==> config.mk <==
export PLATFORM = sky130hd
export DESIGN_NAME = i2c_snoop
export DESIGN_NICKNAME = d
export VERILOG_FILES = /design/src/rtl/snoop_pkg.sv /design/src/rtl/snoop_datapath.sv /design/src/rtl/snoop_ctrl.sv /design/src/rtl/i2c_snoop.sv
export SDC_FILE = /design/constraint.sdc
export NUM_CORES = 1
export LEC_CHECK = 0
export ABC_AREA = 1
export BUFFER_PORTS_ARGS = -buffer_cell sky130_fd_sc_hd__clkbuf_2
export CORE_ASPECT_RATIO = 1.25
export CORE_MARGIN = 3
export CORE_UTILIZATION = 32
export CTS_BUF_LIST = sky130_fd_sc_hd__clkbuf_2 sky130_fd_sc_hd__clkbuf_4 sky130_fd_sc_hd__clkbuf_8
export DETAILED_ROUTE_END_ITERATION = 8
export SYNTH_ARGS = -nofsm -noshare
export SYNTH_HDL_FRONTEND = slang
export SYNTH_SLANG_ARGS = --single-unit
==> constraint.sdc <==
create_clock -name clk -period 4.1 [get_ports clk]
set_clock_uncertainty 0.05 [all_clocks]
set_input_delay 0.82 -clock clk [delete_from_list [all_inputs] [get_ports clk]]
set_output_delay 0.82 -clock clk [all_outputs]
set_load 0.005 [all_outputs]
==> src/rtl/snoop_pkg.sv <==
package snoop_pkg;

  // control-to-datapath strobes
  typedef struct packed {
    logic flush;
    logic noteStart;
    logic noteRestart;
    logic shift;
    logic commit;
  } strobe_t;

  // config register layout, LSB first: enable, stretch, ieRdy, ieOvr, ieIdle
  typedef struct packed {
    logic ieIdle;
    logic ieOvr;
    logic ieRdy;
    logic stretch;
    logic enable;
  } cfg_t;

  // status layout, LSB first: ready, overrun, active, idle
  typedef struct packed {
    logic idle;
    logic active;
    logic overrun;
    logic ready;
  } stat_t;

  localparam int CFG_W  = $bits(cfg_t);
  localparam int ADDR_W = 2;

  localparam logic [ADDR_W-1:0] ADDR_CFG  = 2'd0;
  localparam logic [ADDR_W-1:0] ADDR_STAT = 2'd1;
  localparam logic [ADDR_W-1:0] ADDR_RX   = 2'd2;

  localparam int STAT_OVR_BIT  = 1;
  localparam int STAT_IDLE_BIT = 3;

endpackage

==> src/rtl/snoop_datapath.sv <==
module snoop_datapath
  import snoop_pkg::*;
#(
  parameter int BYTE_W = 8
) (
  input  logic                 clk,
  input  logic                 rstN,
  input  logic                 sdaIn,
  input  strobe_t              stb,
  input  cfg_t                 cfg,
  input  stat_t                stat,
  input  logic [ADDR_W-1:0]    addr,
  output logic [BYTE_W+2:0]    rdData
);

  localparam int RX_W = BYTE_W + 3;

  logic [BYTE_W-1:0] shiftReg;
  logic              pendStart;
  logic              pendRestart;
  logic [BYTE_W-1:0] capByte;
  logic              capStart;
  logic              capRestart;
  logic              capNack;
  logic [RX_W-1:0]   rxWord;

  always_ff @(posedge clk or negedge rstN) begin
    if (!rstN) begin
      shiftReg    <= '0;
      pendStart   <= 1'b0;
      pendRestart <= 1'b0;
      capByte     <= '0;
      capStart    <= 1'b0;
      capRestart  <= 1'b0;
      capNack     <= 1'b0;
    end else if (stb.flush) begin
      shiftReg    <= '0;
      pendStart   <= 1'b0;
      pendRestart <= 1'b0;
      capByte     <= '0;
      capStart    <= 1'b0;
      capRestart  <= 1'b0;
      capNack     <= 1'b0;
    end else begin
      if (stb.noteStart) begin
        pendStart   <= 1'b1;
        pendRestart <= 1'b0;
      end else if (stb.noteRestart) begin
        pendStart   <= 1'b0;
        pendRestart <= 1'b1;
      end else if (stb.commit) begin
        pendStart   <= 1'b0;
        pendRestart <= 1'b0;
      end
      if (stb.shift) begin
        shiftReg <= {shiftReg[BYTE_W-2:0], sdaIn};
      end
      if (stb.commit) begin
        capByte    <= shiftReg;
        capNack    <= sdaIn;
        capStart   <= pendStart;
        capRestart <= pendRestart;
      end
    end
  end

  assign rxWord = {capNack, capRestart, capStart, capByte};

  always_comb begin
    case (addr)
      ADDR_CFG:  rdData = RX_W'(cfg);
      ADDR_STAT: rdData = RX_W'(stat);
      ADDR_RX:   rdData = rxWord;
      default:   rdData = '0;
    endcase
  end

endmodule

==> src/rtl/snoop_ctrl.sv <==
module snoop_ctrl
  import snoop_pkg::*;
#(
  parameter int BYTE_W = 8
) (
  input  logic              clk,
  input  logic              rstN,
  input  logic              sclIn,
  input  logic              sdaIn,
  input  logic              rdEn,
  input  logic              wrEn,
  input  logic [ADDR_W-1:0] addr,
  input  logic [CFG_W-1:0]  wrData,
  output strobe_t           stb,
  output cfg_t              cfg,
  output stat_t             stat,
  output logic              sclPullLow,
  output logic              irq
);

  localparam int CNT_W = $clog2(BYTE_W + 1);
  localparam logic [CNT_W-1:0] ACK_SLOT = CNT_W'(BYTE_W);

  logic             prevScl;
  logic             prevSda;
  logic             sclRise;
  logic             startEv;
  logic             stopEv;
  logic             run;
  logic             cfgWr;
  logic             statWr;
  logic             rxRd;
  logic             readyKeep;
  logic [CNT_W-1:0] bitCnt;
  logic             readyQ;
  logic             ovrQ;
  logic             activeQ;
  logic             idleQ;
  logic             holdQ;

  // bus event decode
  always_ff @(posedge clk or negedge rstN) begin
    if (!rstN) begin
      prevScl <= 1'b1;
      prevSda <= 1'b1;
    end else begin
      prevScl <= sclIn;
      prevSda <= sdaIn;
    end
  end

  assign sclRise = sclIn & ~prevScl;
  assign startEv = prevScl & sclIn & prevSda & ~sdaIn;
  assign stopEv  = prevScl & sclIn & ~prevSda & sdaIn;

  // register access decode
  assign cfgWr     = wrEn & (addr == ADDR_CFG);
  assign statWr    = wrEn & (addr == ADDR_STAT);
  assign rxRd      = rdEn & (addr == ADDR_RX);
  assign run       = cfg.enable;
  assign readyKeep = readyQ & ~rxRd;

  always_ff @(posedge clk or negedge rstN) begin
    if (!rstN) cfg <= '0;
    else if (cfgWr) cfg <= cfg_t'(wrData);
  end

  // strobes to datapath
  always_comb begin
    stb             = '0;
    stb.flush       = ~run;
    stb.noteStart   = run & startEv & ~activeQ;
    stb.noteRestart = run & startEv & activeQ;
    stb.shift       = run & activeQ & sclRise & (bitCnt < ACK_SLOT);
    stb.commit      = run & activeQ & sclRise & (bitCnt == ACK_SLOT);
  end

  // bus framing state
  always_ff @(posedge clk or negedge rstN) begin
    if (!rstN) begin
      activeQ <= 1'b0;
      bitCnt  <= '0;
    end else if (!run) begin
      activeQ <= 1'b0;
      bitCnt  <= '0;
    end else begin
      if (startEv)     activeQ <= 1'b1;
      else if (stopEv) activeQ <= 1'b0;

      if (startEv || stopEv || stb.commit) bitCnt <= '0;
      else if (stb.shift)                  bitCnt <= bitCnt + 1'b1;
    end
  end

  // software-facing flags
  always_ff @(posedge clk or negedge rstN) begin
    if (!rstN) begin
      readyQ <= 1'b0;
      ovrQ   <= 1'b0;
      idleQ  <= 1'b0;
      holdQ  <= 1'b0;
    end else if (!run) begin
      readyQ <= 1'b0;
      ovrQ   <= 1'b0;
      idleQ  <= 1'b0;
      holdQ  <= 1'b0;
    end else begin
      if (stb.commit)  readyQ <= 1'b1;
      else if (rxRd)   readyQ <= 1'b0;

      if (stb.commit && readyKeep && !cfg.stretch)  ovrQ <= 1'b1;
      else if (statWr && wrData[STAT_OVR_BIT])      ovrQ <= 1'b0;

      if (stopEv && activeQ)                        idleQ <= 1'b1;
      else if (statWr && wrData[STAT_IDLE_BIT])     idleQ <= 1'b0;

      holdQ <= cfg.stretch & readyKeep & ~sclIn;
    end
  end

  assign stat       = '{idle: idleQ, active: activeQ, overrun: ovrQ, ready: readyQ};
  assign sclPullLow = holdQ;
  assign irq        = |({idleQ, ovrQ, readyQ} & {cfg.ieIdle, cfg.ieOvr, cfg.ieRdy});

endmodule

==> src/rtl/i2c_snoop.sv <==
module i2c_snoop
  import snoop_pkg::*;
#(
  parameter int BYTE_W = 8
) (
  input  logic              clk,
  input  logic              rstN,
  input  logic              sclIn,
  input  logic              sdaIn,
  input  logic              rdEn,
  input  logic              wrEn,
  input  logic [ADDR_W-1:0] addr,
  input  logic [CFG_W-1:0]  wrData,
  output logic [BYTE_W+2:0] rdData,
  output logic              sclPullLow,
  output logic              irq
);

  strobe_t stb;
  cfg_t    cfg;
  stat_t   stat;

  snoop_ctrl #(.BYTE_W(BYTE_W)) u_ctrl (
    .clk        (clk),
    .rstN       (rstN),
    .sclIn      (sclIn),
    .sdaIn      (sdaIn),
    .rdEn       (rdEn),
    .wrEn       (wrEn),
    .addr       (addr),
    .wrData     (wrData),
    .stb        (stb),
    .cfg        (cfg),
    .stat       (stat),
    .sclPullLow (sclPullLow),
    .irq        (irq)
  );

  snoop_datapath #(.BYTE_W(BYTE_W)) u_data (
    .clk    (clk),
    .rstN   (rstN),
    .sdaIn  (sdaIn),
    .stb    (stb),
    .cfg    (cfg),
    .stat   (stat),
    .addr   (addr),
    .rdData (rdData)
  );

endmodule

## After elaboration in Yosys (flattened, before gate mapping)

Cells that the tools add are included.

| cells by class | value |
|---|---|
| reductions and logical operators | 10 |
| add/subtract/negate cells | 1 |
| order comparisons | 1 |
| muxes and demuxes | 34 |
| bitwise operators | 26 |
| equality and inequality tests | 11 |

Operator list:

| cell | count |
|---|---|
| 11-bit one-hot mux with 3 select lines | 1 |
| 8-bit two-way mux | 4 |
| 1-bit two-way mux | 26 |
| 1-bit AND | 19 |
| 4-bit two-way mux | 3 |
| 3-bit != test, second input constant | 4 |
| 1-bit NOT | 6 |
| 1-bit logical AND | 5 |
| 4-bit by 1-bit adder with 4-bit output, second input constant | 1 |
| 4-bit == test, second input constant | 1 |
| 4-bit < comparator, second input constant | 1 |
| 4-bit by 3-bit != test with 1-bit output, second input constant | 1 |
| 3-bit AND | 1 |
| 3-bit by 2-bit != test with 1-bit output, second input constant | 1 |
| 3-bit OR reduction | 1 |
| 2-bit by 1-bit == test with 1-bit output, second input constant | 1 |
| 2-bit == test, second input constant | 1 |
| 2-bit zero test | 1 |
| 1-bit logical OR | 2 |
| 2-bit by 1-bit != test with 1-bit output, second input constant | 1 |
| 2-bit != test, second input constant | 1 |
| 1-bit zero test | 1 |

| word-level totals | value |
|---|---|
| logic and storage cells | 103 |
| output and inout port bits | 13 |
| input bits | 13 |
| bits in registers | 37 |

## Logic depth before layout (Yosys ltp)

Gate-level depths: netlist of the first run.

| depth | value |
|---|---|
| depth in word-level cells | 8 |
| mapped depth | 9 |
| depth with buffers taken out | 7 |

## By module

From an unflattened synthesis of the first run, not the netlist that was laid out.

| second synthesis, totals | value |
|---|---|
| cells, all modules | 215 |
| area, all modules | 1858.0 sq um |

By module, submodules not included:

| module | times used | seq. area each (sq um) | cells an instance | area an instance (sq um) |
|---|---|---|---|---|
| snoop_datapath | 1 | 525.5 | 117 | 949.7 |
| snoop_ctrl | 1 | 402.9 | 98 | 908.4 |

## Worst setup path after synthesis of the first run

No wires, ideal clock.

| timing | value |
|---|---|
| path kind | input-to-output |
| start | in addr[0] |
| end | out rdData[4] |
| path buffers | 0 |
| arrival | 1.290 ns |
| required time | 3.230 ns |
| stages on the path | 4 |
| slack | 1.940 ns |
| path through | inv_1 nand2_1 inv_1 a22o_1 |

| between the ends | value |
|---|---|
| cells in the longest elaborated chain, start to end | 2 |
| elaborated cells between the ends (all ways) | 4 |
| those cells by class | 2 x eq/ne; 1 x mux; 1 x reduce/logical |

Ends and longest elaborated chain:

| element | RTL line | text |
|---|---|---|
| start, declared | i2c_snoop.sv:12 | `input logic [ADDR_W-1:0] addr,` |
| 2-bit == test (tied with other cells) | snoop_datapath.sv:70 | `case (addr)` |
| 11-bit one-hot mux with 3 select lines (*) | snoop_datapath.sv:70 |  |
| end, declared | i2c_snoop.sv:14 | `output logic [BYTE_W+2:0] rdData,` |

Mark *: on every way between the ends. The rest lies on a longest branch, timed or not.

## Final worst setup path of the first run

Same ends and word-level chain as after synthesis.

==> flow_metrics.env, run 1 <==
export IMPL_status="complete, no violations"
export IMPL_h_tree_depth=2
export IMPL_dominantRegCellSynth="dfrtp_1"
export IMPL_root_buffer="clkbuf_8"
export IMPL_cp_end_kind="output port"
export IMPL_hp_start="u_data.capNack$_DFFE_PN0P_"
export IMPL_period_minus_slack_ns=2.52
export IMPL_period_share=0.615
export IMPL_antenna_found_initial=0
export IMPL_worst_pin_slew_ns=0.934
export IMPL_synth_xor_area_frac=0.00486
export IMPL_yosysUniqueCellTypes=29
export IMPL_syn_area_sq_mm=0.00180
export IMPL_final_nets=250
export IMPL_finalSetupTns_ns=0
export IMPL_hold_viol_final=0
export IMPL_cts_tree="yes"
export IMPL_finalPower_uw=782
export IMPL_dp_hpwl_mm=2.66
export IMPL_synth_area_top_cells="dfrtp_1 (49%), nand2_1 (12%), inv_1 (6.7%), o21ai_0 (4.2%), o21ai_2 (3.9%)"
export IMPL_synth_simple_area_share=0.255
export IMPL_p_leak_nw=1.11
export IMPL_synthCells=206
export IMPL_yosys_area_share_adder=0.0139
export IMPL_clock_path_buffers=2
export IMPL_num_rows=29
export IMPL_critPathKind="in -> out"
export IMPL_maxSlewViolCount=0
export IMPL_cts_inserted_buffers=5
export IMPL_ys_async_sr_fraction=1.00
export IMPL_rsz0062_at_grt="false"
export IMPL_synth_compound_area_frac=0.109
export IMPL_synth_top_area_cell="dfrtp_1"
export IMPL_yosysWarnings=0
export IMPL_synth_top_cell_area_share=0.486
export IMPL_port_buffers=25
export IMPL_crit_required_ns=3.23
export IMPL_r2r_start="u_ctrl.run$_DFFE_PN0P_"
export IMPL_grt_pass1_vias=1345
export IMPL_die_y_microns=89.9
export IMPL_postSynthAreaPerCell_sq_um=8.75
export IMPL_setup_viol=0
export IMPL_syn2layout_area_growth_pct=15.1
export IMPL_yosysSeqAreaShare=0.515
export IMPL_n_antenna_cell=0
export IMPL_maxCapViolCount=0
export IMPL_whs_ns=0.434
export IMPL_worstRegToRegCells=4
export IMPL_peakVddDrop_uv=179
export IMPL_place_ws_ns=1.56
export IMPL_r2r_end="u_data.pendRestart$_DFFE_PN0P_"
export IMPL_layout_setup_ws_ns=1.58
export IMPL_insertion_delay_ns=0.28
export IMPL_pwr_density_cell_mw_per_mm2=377
export IMPL_synth_most_common_cell="nand2_1"
export IMPL_synth_top_family_by_area="simple AND/OR/NAND/NOR gates"
export IMPL_core_region_area_sq_mm=0.00526
export IMPL_slew_headroom=0.377
export IMPL_grt_pass1_wl_mm=6.27
export IMPL_synthMuxAreaShare=0.0125
export IMPL_r2r_setup_slack_ns=2.24
export IMPL_dieWidth_microns=73.1
export IMPL_holdCritPathClass="reg -> reg"
export IMPL_fmax_ghz=0.396
export IMPL_syn_num_nets=221
export IMPL_arrival_ns=1.65
export IMPL_wl_per_cell_microns=12.0
export IMPL_synth_seq_cells=37
export IMPL_drt_pass1_iterations=4
export IMPL_grt_max_degree=38
export IMPL_crit_fanout=8
export IMPL_drt_iter0_markers=98
export IMPL_path_clk_slew_ns=0.07
export IMPL_post_cts_resized=0
export IMPL_fin_util=0.394
export IMPL_numClockSinks=37
export IMPL_place_congestion=0.736
export IMPL_hold_depth=2
export IMPL_routed_wl_mm=3.58
export IMPL_track_usage=0.120
export IMPL_grt_remaining_overflow=0
export IMPL_num_vias=1373
export IMPL_ioPinCount=26
export IMPL_synth_edf_count=0
export IMPL_postCtsSetupBuffers=0
export IMPL_critPathLaunch="addr[0]"
export IMPL_synth_common_cells="nand2_1 (58), dfrtp_1 (35), inv_1 (32), o21ai_0 (15), nand3_1 (12)"
export IMPL_startpoint_type="input pin"
export IMPL_endpoint="rdData[4]"
export IMPL_cts_hold_buf=0
export IMPL_vias_per_cell=4.61
export IMPL_drc_errors=0
export IMPL_initial_core_util=0.342
export IMPL_drive_gt1_frac=0.242
export IMPL_antenna_left=0
export IMPL_die_area_sq_mm=0.00657
==> flip-flops by register name, indices dropped and copies added (netlist names) <==
signal / flops
u_data.capByte: 8
u_data.shiftReg: 8
u_ctrl.bitCnt: 4
u_ctrl.cfg: 4
u_ctrl.activeQ: 1
u_ctrl.idleQ: 1
u_ctrl.ovrQ: 1
u_ctrl.prevScl: 1
u_ctrl.prevSda: 1
u_ctrl.readyQ: 1
u_ctrl.run: 1
u_ctrl.sclPullLow: 1
u_data.capNack: 1
u_data.capRestart: 1
u_data.capStart: 1
u_data.pendRestart: 1
u_data.pendStart: 1
==> critical path: stages <==
cell and delay (ns):
clkbuf_2 0.10, inv_1 0.04, nand2_1 0.23, inv_1 0.16, a22o_1 0.20, clkbuf_2 0.11
==> cell type report <==
cell class	count	area, sq um
inverter	34	130
fill	548	3190
sequential	37	928
clock inverter	1	5.00
multi-input combinational	132	712
tap	62	77.6
timing repair buffer	25	125
clock buffer	7	96.3
==> power breakdown <==
group	switching, mW	internal (mW)
Combinational	0.0616	0.0318
Sequential	0.0234	0.385
Clock	0.128	0.152
==> worst min-delay path by stage <==
| stage | to | slack [ns] |
|---|---|---|
| global route | u_data.capNack$_DFFE_PN0P_ | 0.46 |
| detailed placement | u_data.capNack$_DFFE_PN0P_ | 0.42 |
| floorplan | u_data.shiftReg[2]$_DFFE_PN0P_ | 0.40 |
| finish | u_data.capNack$_DFFE_PN0P_ | 0.43 |
| global placement | u_data.capNack$_DFFE_PN0P_ | 0.41 |
| CTS | u_data.capNack$_DFFE_PN0P_ | 0.44 |
==> per-stage QoR <==
stage,std cells,cell area (sq um)
after floorplan,206,1800
after global placement,290,1970
after detailed placement,290,1970
after CTS,298,2070
after global routing,298,2070
final,298,2070
==> layer usage <==
layer / vias up / GRT usage / part of all wire
li1: 708 / - / -
met1: 641 / 0.151 / 0.45
met2: 19 / 0.198 / 0.49
met3: 5 / 0.0313 / 0.044
met4: 0 / 0.0369 / 0.014
met5: - / 0 / 0
==> cells by family (layout without fill, tap and decap cells) <==
kind of cell / after synthesis / count (layout)
AOI/OAI and AO/OA: 31 / 31
muxes: 2 / 2
xor gates and xnor gates: 1 / 1
adders and majority gates: 2 / 2
buffers and inverters: 37 / 67
and+or+nand+nor: 96 / 96
DFF: 37 / 37
==> cell usage in the layout (no fill, tap or decap), types with 3 or more instances in the layout <==
cell and instances:
nand2_2 3, clkbuf_2 25, o21ai_0 15, o21ai_2 8, nor3_1 3, nand2_1 58
inv_1 32, clkbuf_8 7, dfrtp_1 35, nor2_4 3, nor2_1 11, nand3_1 12
(Power assumes the default switching activity.)
==> inputs of run 2 (changes only) <==
- ABC_AREA: 1 -> 0
- clock period: 4.1 -> 2.42 ns (I/O delays scaled with it)
==> run 2 against run 1 <==
Highest routed layer unchanged. Utilization down 0.37 points. First-iteration DRC count is 47% lower. Power up 73%. Global-route usage is 0.77 points higher. Largest cell class unchanged. Combinational power up 33%.
==> flow_metrics.env, run 2 <==
export IMPL_cts_hold_buf=0
export IMPL_ys_async_sr_fraction=1.00
export IMPL_ff_latch_area_sq_um=928
export IMPL_numClockSinks=37
export IMPL_p_leak_nw=0.929
export IMPL_status="complete, no violations"
export IMPL_die_y_microns=90.6
export IMPL_drc_errors=0
export IMPL_dp_hpwl_mm=2.68
export IMPL_grt_max_degree=21
export IMPL_root_buffer="clkbuf_8"
export IMPL_setup_viol=0
export IMPL_place_ws_ns=0.589
export IMPL_layout_common_cells="dfrtp_1 (35), nand2_1 (34), clkbuf_2 (25)"
export IMPL_crit_required_ns=1.89
export IMPL_syn_num_nets=190
export IMPL_num_rows=30
export IMPL_n_fill_cell=556
export IMPL_holdCritPathClass="in -> async"
export IMPL_drt_iter0_markers=52
export IMPL_multi_input_area_sq_um=823
export IMPL_postSynthAreaPerCell_sq_um=10.5
export IMPL_critPathKind="reg -> out"
export IMPL_maxSlewViolCount=0
export IMPL_wl_per_cell_microns=14.0
export IMPL_postCtsSetupBuffers=0
export IMPL_fmax_ghz=0.503
export IMPL_grt_pass1_vias=1349
export IMPL_path_clk_slew_ns=0.08
export IMPL_synth_edf_count=0
export IMPL_yosys_area_share_adder=0.0137
export IMPL_maxCapViolCount=0
export IMPL_num_vias=1291
export IMPL_synth_simple_area_share=0.228
export IMPL_final_common_cell="dfrtp_1"
export IMPL_synthCells=175
export IMPL_final_nets=219
export IMPL_peakVddDrop_uv=319
export IMPL_place_congestion=0.703
export IMPL_grt_remaining_overflow=0
export IMPL_antenna_left=0
export IMPL_crit_fanout=17
export IMPL_n_antenna_cell=0
export IMPL_cp_end_kind="output port"
export IMPL_syn2layout_area_growth_pct=17.0
export IMPL_synthMuxAreaShare=0.102
export IMPL_yosysWarnings=0
export IMPL_period_minus_slack_ns=1.99
export IMPL_ioPinCount=26
export IMPL_synth_common_cells="dfrtp_1 (35), nand2_1 (34), mux2i_1 (13), nor2b_1 (11), o21ai_0 (9)"
export IMPL_rsz0062_at_grt="false"
export IMPL_synth_seq_cells=37
export IMPL_synth_top_cell_area_share=0.478
export IMPL_yosysSeqAreaShare=0.507
export IMPL_drt_pass1_iterations=4
export IMPL_finalSetupTns_ns=0
export IMPL_switching_share=0.235
export IMPL_cts_tree="yes"
export IMPL_syn_area_sq_mm=0.00183
export IMPL_internal_power_mw=1.04
export IMPL_drive_gt1_frac=0.249
export IMPL_die_area_sq_mm=0.00667
export IMPL_p_clk_frac=0.414
export IMPL_h_tree_depth=2
export IMPL_dominantRegCellSynth="dfrtp_1"
export IMPL_pwr_share_comb=0.091
export IMPL_synth_xor_area_frac=0.00957
export IMPL_vias_per_cell=4.80
export IMPL_layout_setup_ws_ns=0.432
export IMPL_core_region_area_sq_mm=0.00548
export IMPL_slew_headroom=0.641
export IMPL_startpoint_type="flip-flop"
export IMPL_hold_viol_final=0
export IMPL_synth_compound_area_frac=0.0964
export IMPL_top_regs="u_data.capByte (8), u_data.shiftReg (8)"
export IMPL_pwr_density_cell_mw_per_mm2=633
export IMPL_synth_top_area_cell="dfrtp_1"
export IMPL_synth_most_common_cell="dfrtp_1"
export IMPL_arrival_ns=1.45
export IMPL_synth_top_family_by_area="simple AND/OR/NAND/NOR gates"
export IMPL_clock_path_buffers=2
export IMPL_antenna_found_initial=0
export IMPL_routed_wl_mm=3.78
export IMPL_fin_util=0.391
export IMPL_period_share=0.822
export IMPL_yosysUniqueCellTypes=37
export IMPL_worst_pin_slew_ns=0.539
export IMPL_insertion_delay_ns=0.29
export IMPL_grt_pass1_wl_mm=6.52
export IMPL_seqPwrFrac=0.494
export IMPL_dieWidth_microns=73.7
export IMPL_p_switching_uw=319
export IMPL_port_buffers=25
export IMPL_cts_inserted_buffers=5
export IMPL_synth_area_top_cells="dfrtp_1 (48%), mux2i_1 (7.1%), nand2_1 (7.0%), nor2b_1 (3.8%), a21boi_1 (3.3%)"
export IMPL_post_cts_resized=0
export IMPL_initial_core_util=0.334
export IMPL_track_usage=0.128
-- run 2: cell count changes after synthesis, moves of 9 or more --
cell | before | now
mux2i_1 | 0 | 13
nor2b_1 | 0 | 11
inv_1 | 32 | 7
nand2_1 | 58 | 34
nand3_1 | 12 | 3
nor2_1 | 11 | 2
-- run 2: final timing paths --
| path | slack [ns] | from | endpoint | cells past startpoint |
|---|---|---|---|---|
| setup / recovery | 0.43 | u_ctrl.run$_DFFE_PN0P_ | rdData[0] | 3 |
| hold / removal | 0.09 | rstN | u_data.capRestart$_DFFE_PN0P_ | 1 |
| setup reg to reg | 0.76 | u_ctrl.bitCnt[0]$_DFFE_PN0P_ | u_data.capByte[0]$_DFFE_PN0P_ | 7 |
| hold reg to reg | 0.44 | u_data.pendRestart$_DFFE_PN0P_ | u_data.capRestart$_DFFE_PN0P_ | 2 |
| max in group asynchronous | 1.67 | rstN | u_data.shiftReg[5]$_DFFE_PN0P_ | 2 |
| min in group clk | 0.31 | sdaIn | u_ctrl.prevSda$_DFF_PN1_ | 1 |
-- run 2: area by class of cell --
cell class,count,share of cell area
well taps,64,0.0374
clock inverters,2,0.0175
clock buffers,6,0.0386
multi-input cells,123,0.385
flip-flops and latches,37,0.434
inverters,7,0.0123
repair buffers,30,0.0760
-- run 2: metal layers --
metal  track usage  part of all wire  vias to the layer above
met5             0                 0                        -
met4        0.0559             0.020                        0
met3        0.0356             0.041                        7
met2         0.197              0.48                       20
met1         0.164              0.45                      617
li1              -                 -                      647
-- run 2: worst max-delay path: stages, from the launching register on --
cell	delay, ns
dfrtp_1	0.68
mux2i_1	0.14
o21ai_0	0.20
clkbuf_2	0.14
-- run 2: through the flow --
stage / hold WS [ns] / instance area, sq um / power [mW] / cells
after floorplan: 0.138 / 1830 / 0.756 / 175
after global placement: 0.414 / 2020 / 0.808 / 261
after detailed placement: 0.422 / 2020 / 0.809 / 261
after CTS: 0.103 / 2140 / 1.38 / 269
after global routing: 0.115 / 2140 / 1.42 / 269
final: 0.0905 / 2140 / 1.36 / 269
-- run 2: cell families (layout without fill, tap and decap cells) --
kind of cell | count (synthesis) | after routing
mux | 18 | 18
simple gates | 74 | 74
fa+ha+maj | 2 | 2
compound gates | 27 | 27
xor+xnor | 2 | 2
buf+inv | 15 | 45
flops | 37 | 37
-- run 2: power by group through the flow --
stage / Combinational (mW) / Sequential [mW] / Clock (mW)
finish: 0.124 / 0.670 / 0.562
global route: 0.138 / 0.675 / 0.605
CTS: 0.127 / 0.672 / 0.577
detailed placement: 0.125 / 0.684 / 0
global placement: 0.125 / 0.683 / 0
floorplan: 0.0901 / 0.666 / 0
==> inputs of run 3 (changes only) <==
- clock period: 2.42 -> 1.9 ns (I/O delays scaled with it)
==> run 3 against run 2 <==
Critical path depth did not move. Via count up 3.1%. Flip-flop and latch count unchanged. Cell area decreased by 0.41%. Critical endpoint is now irq.
==> flow_metrics.env, run 3 (same netlist as run 2, synthesis figures left out) <==
export IMPL_r2r_start="u_ctrl.bitCnt[0]$_DFFE_PN0P_"
export IMPL_cts_inserted_buffers=5
export IMPL_drt_pass1_iterations=6
export IMPL_period_minus_slack_ns=1.68
export IMPL_hold_depth=1
export IMPL_postCtsSetupBuffers=0
export IMPL_status="complete, no violations"
export IMPL_initial_core_util=0.334
export IMPL_fmax_ghz=0.595
export IMPL_holdCritPathClass="in -> reg"
export IMPL_n_fill_cell=563
export IMPL_dieWidth_microns=73.7
export IMPL_grt_pass1_wl_mm=6.68
export IMPL_r2r_end="u_data.capByte[4]$_DFFE_PN0P_"
export IMPL_h_tree_depth=2
export IMPL_drive_gt1_frac=0.255
export IMPL_pwr_share_comb=0.113
export IMPL_p_clk_frac=0.344
export IMPL_place_congestion=0.740
export IMPL_r2r_setup_slack_ns=0.24
export IMPL_cp_end_kind="output port"
export IMPL_die_y_microns=90.6
export IMPL_setup_viol=0
export IMPL_grt_max_degree=20
export IMPL_rsz0062_at_grt="false"
export IMPL_clock_path_buffers=2
export IMPL_seqPwrFrac=0.542
export IMPL_fin_util=0.389
export IMPL_maxSlewViolCount=0
export IMPL_port_buffers=25
export IMPL_root_buffer="clkbuf_8"
export IMPL_core_region_area_sq_mm=0.00548
export IMPL_hp_start="sdaIn"
export IMPL_top_regs="u_data.capByte (8), u_data.shiftReg (8)"
export IMPL_final_nets=222
export IMPL_track_usage=0.129
export IMPL_cts_tree="yes"
export IMPL_finalSetupTns_ns=0
export IMPL_p_switching_uw=385
export IMPL_syn2layout_area_growth_pct=16.5
export IMPL_p_leak_nw=0.935
export IMPL_hold_viol_final=0
export IMPL_grt_remaining_overflow=0
export IMPL_ioPinCount=26
export IMPL_grt_pass1_vias=1364
export IMPL_antenna_found_initial=0
export IMPL_drc_errors=0
export IMPL_arrival_ns=1.25
export IMPL_peakVddDrop_uv=309
export IMPL_num_rows=30
export IMPL_startpoint_type="flip-flop"
export IMPL_vias_per_cell=4.89
export IMPL_path_clk_slew_ns=0.08
export IMPL_routed_wl_mm=3.74
export IMPL_multi_input_area_sq_um=823
export IMPL_period_share=0.884
export IMPL_die_area_sq_mm=0.00667
export IMPL_numClockSinks=37
export IMPL_dp_hpwl_mm=2.75
export IMPL_slew_headroom=0.756
export IMPL_layout_common_cells="dfrtp_1 (35), nand2_1 (34), clkbuf_2 (25)"
export IMPL_crit_required_ns=1.47
export IMPL_hold_path_end="u_ctrl.prevSda$_DFF_PN1_"
export IMPL_critPathKind="reg -> out"
export IMPL_crit_fanout=3
export IMPL_pwr_density_cell_mw_per_mm2=729
export IMPL_antenna_left=0
export IMPL_worstRegToRegCells=7
export IMPL_critPathLaunch="u_ctrl.readyQ$_DFFE_PN0P_"
export IMPL_wl_per_cell_microns=13.8
export IMPL_worst_pin_slew_ns=0.365
export IMPL_ff_latch_area_sq_um=928
export IMPL_num_vias=1331
export IMPL_insertion_delay_ns=0.28
export IMPL_final_common_cell="dfrtp_1"
export IMPL_n_antenna_cell=0
export IMPL_internal_power_mw=1.17
export IMPL_drt_iter0_markers=56
export IMPL_switching_share=0.248
export IMPL_maxCapViolCount=0
## run 3: changes by cell type in the layout (fill, tap and decap cells not counted), sizes merged
| cell | change |
|---|---|
| buf | +2 |
| clkinv | +2 |
| dlygate4sd3 | +1 |
| bufinv | -1 |
| clkinvlp | -1 |
## run 3: metrics by stage
step                hold slack, ns  instances  worst slack [ns]  power [mW]  area (sq um)
finish                       0.208        272             0.220        1.55          2130
global route                 0.202        272            0.0523        1.64          2130
CTS                          0.206        272             0.220        1.58          2130
detailed placement           0.262        263             0.263        1.04          2040
global placement             0.263        263             0.281        1.04          2040
floorplan                   0.0344        175             0.438       0.962          1830
## run 3: final cells by class
cell class | instances | share of cell area
sequential | 37 | 0.435
multi-input combinational | 123 | 0.386
timing repair buffer | 33 | 0.0880
tap | 64 | 0.0376
clock buffer | 6 | 0.0358
inverter | 7 | 0.0123
clock inverter | 2 | 0.00469
## run 3: worst max-delay path by stage
stage	endpoint	slack [ns]	cells after the start
final	irq	0.22	3
after global routing	u_data.capByte[4]$_DFFE_PN0P_	0.05	7
after CTS	irq	0.22	3
after detailed placement	u_data.capByte[4]$_DFFE_PN0P_	0.26	7
after global placement	u_data.capByte[4]$_DFFE_PN0P_	0.28	7
after floorplan	rdData[10]	0.44	3
## run 3: routing by layer
| metal | vias up | GRT usage | wire length, microns |
|---|---|---|---|
| met2 | 15 | 0.201 | 1880 |
| li1 | 661 | - | - |
| met4 | 0 | 0.0408 | 29 |
| met5 | - | 0 | 0 |
| met1 | 653 | 0.176 | 1720 |
| met3 | 2 | 0.0278 | 110 |
## run 3: power groups by stage
| stage | logic [mW] | registers (mW) | clock network, mW |
|---|---|---|---|
| global route | 0.201 | 0.848 | 0.589 |
| detailed placement | 0.178 | 0.858 | 0 |
| global placement | 0.177 | 0.858 | 0 |
| CTS | 0.181 | 0.844 | 0.559 |
| floorplan | 0.115 | 0.848 | 0 |
| finish | 0.176 | 0.843 | 0.535 |
## run 3: critical path: stages (launching register included)
cell and delay (ns):
dfrtp_1 0.42, a222oi_1 0.36, inv_1 0.07, clkbuf_2 0.11
## run 3: repair_timing
action | CTS | global route
gates resized for setup | 0 | 0
endpoints found under the hold margin | 13 | 0
setup endpoints to repair | 0 | 0
hold buffers | 1 | 0
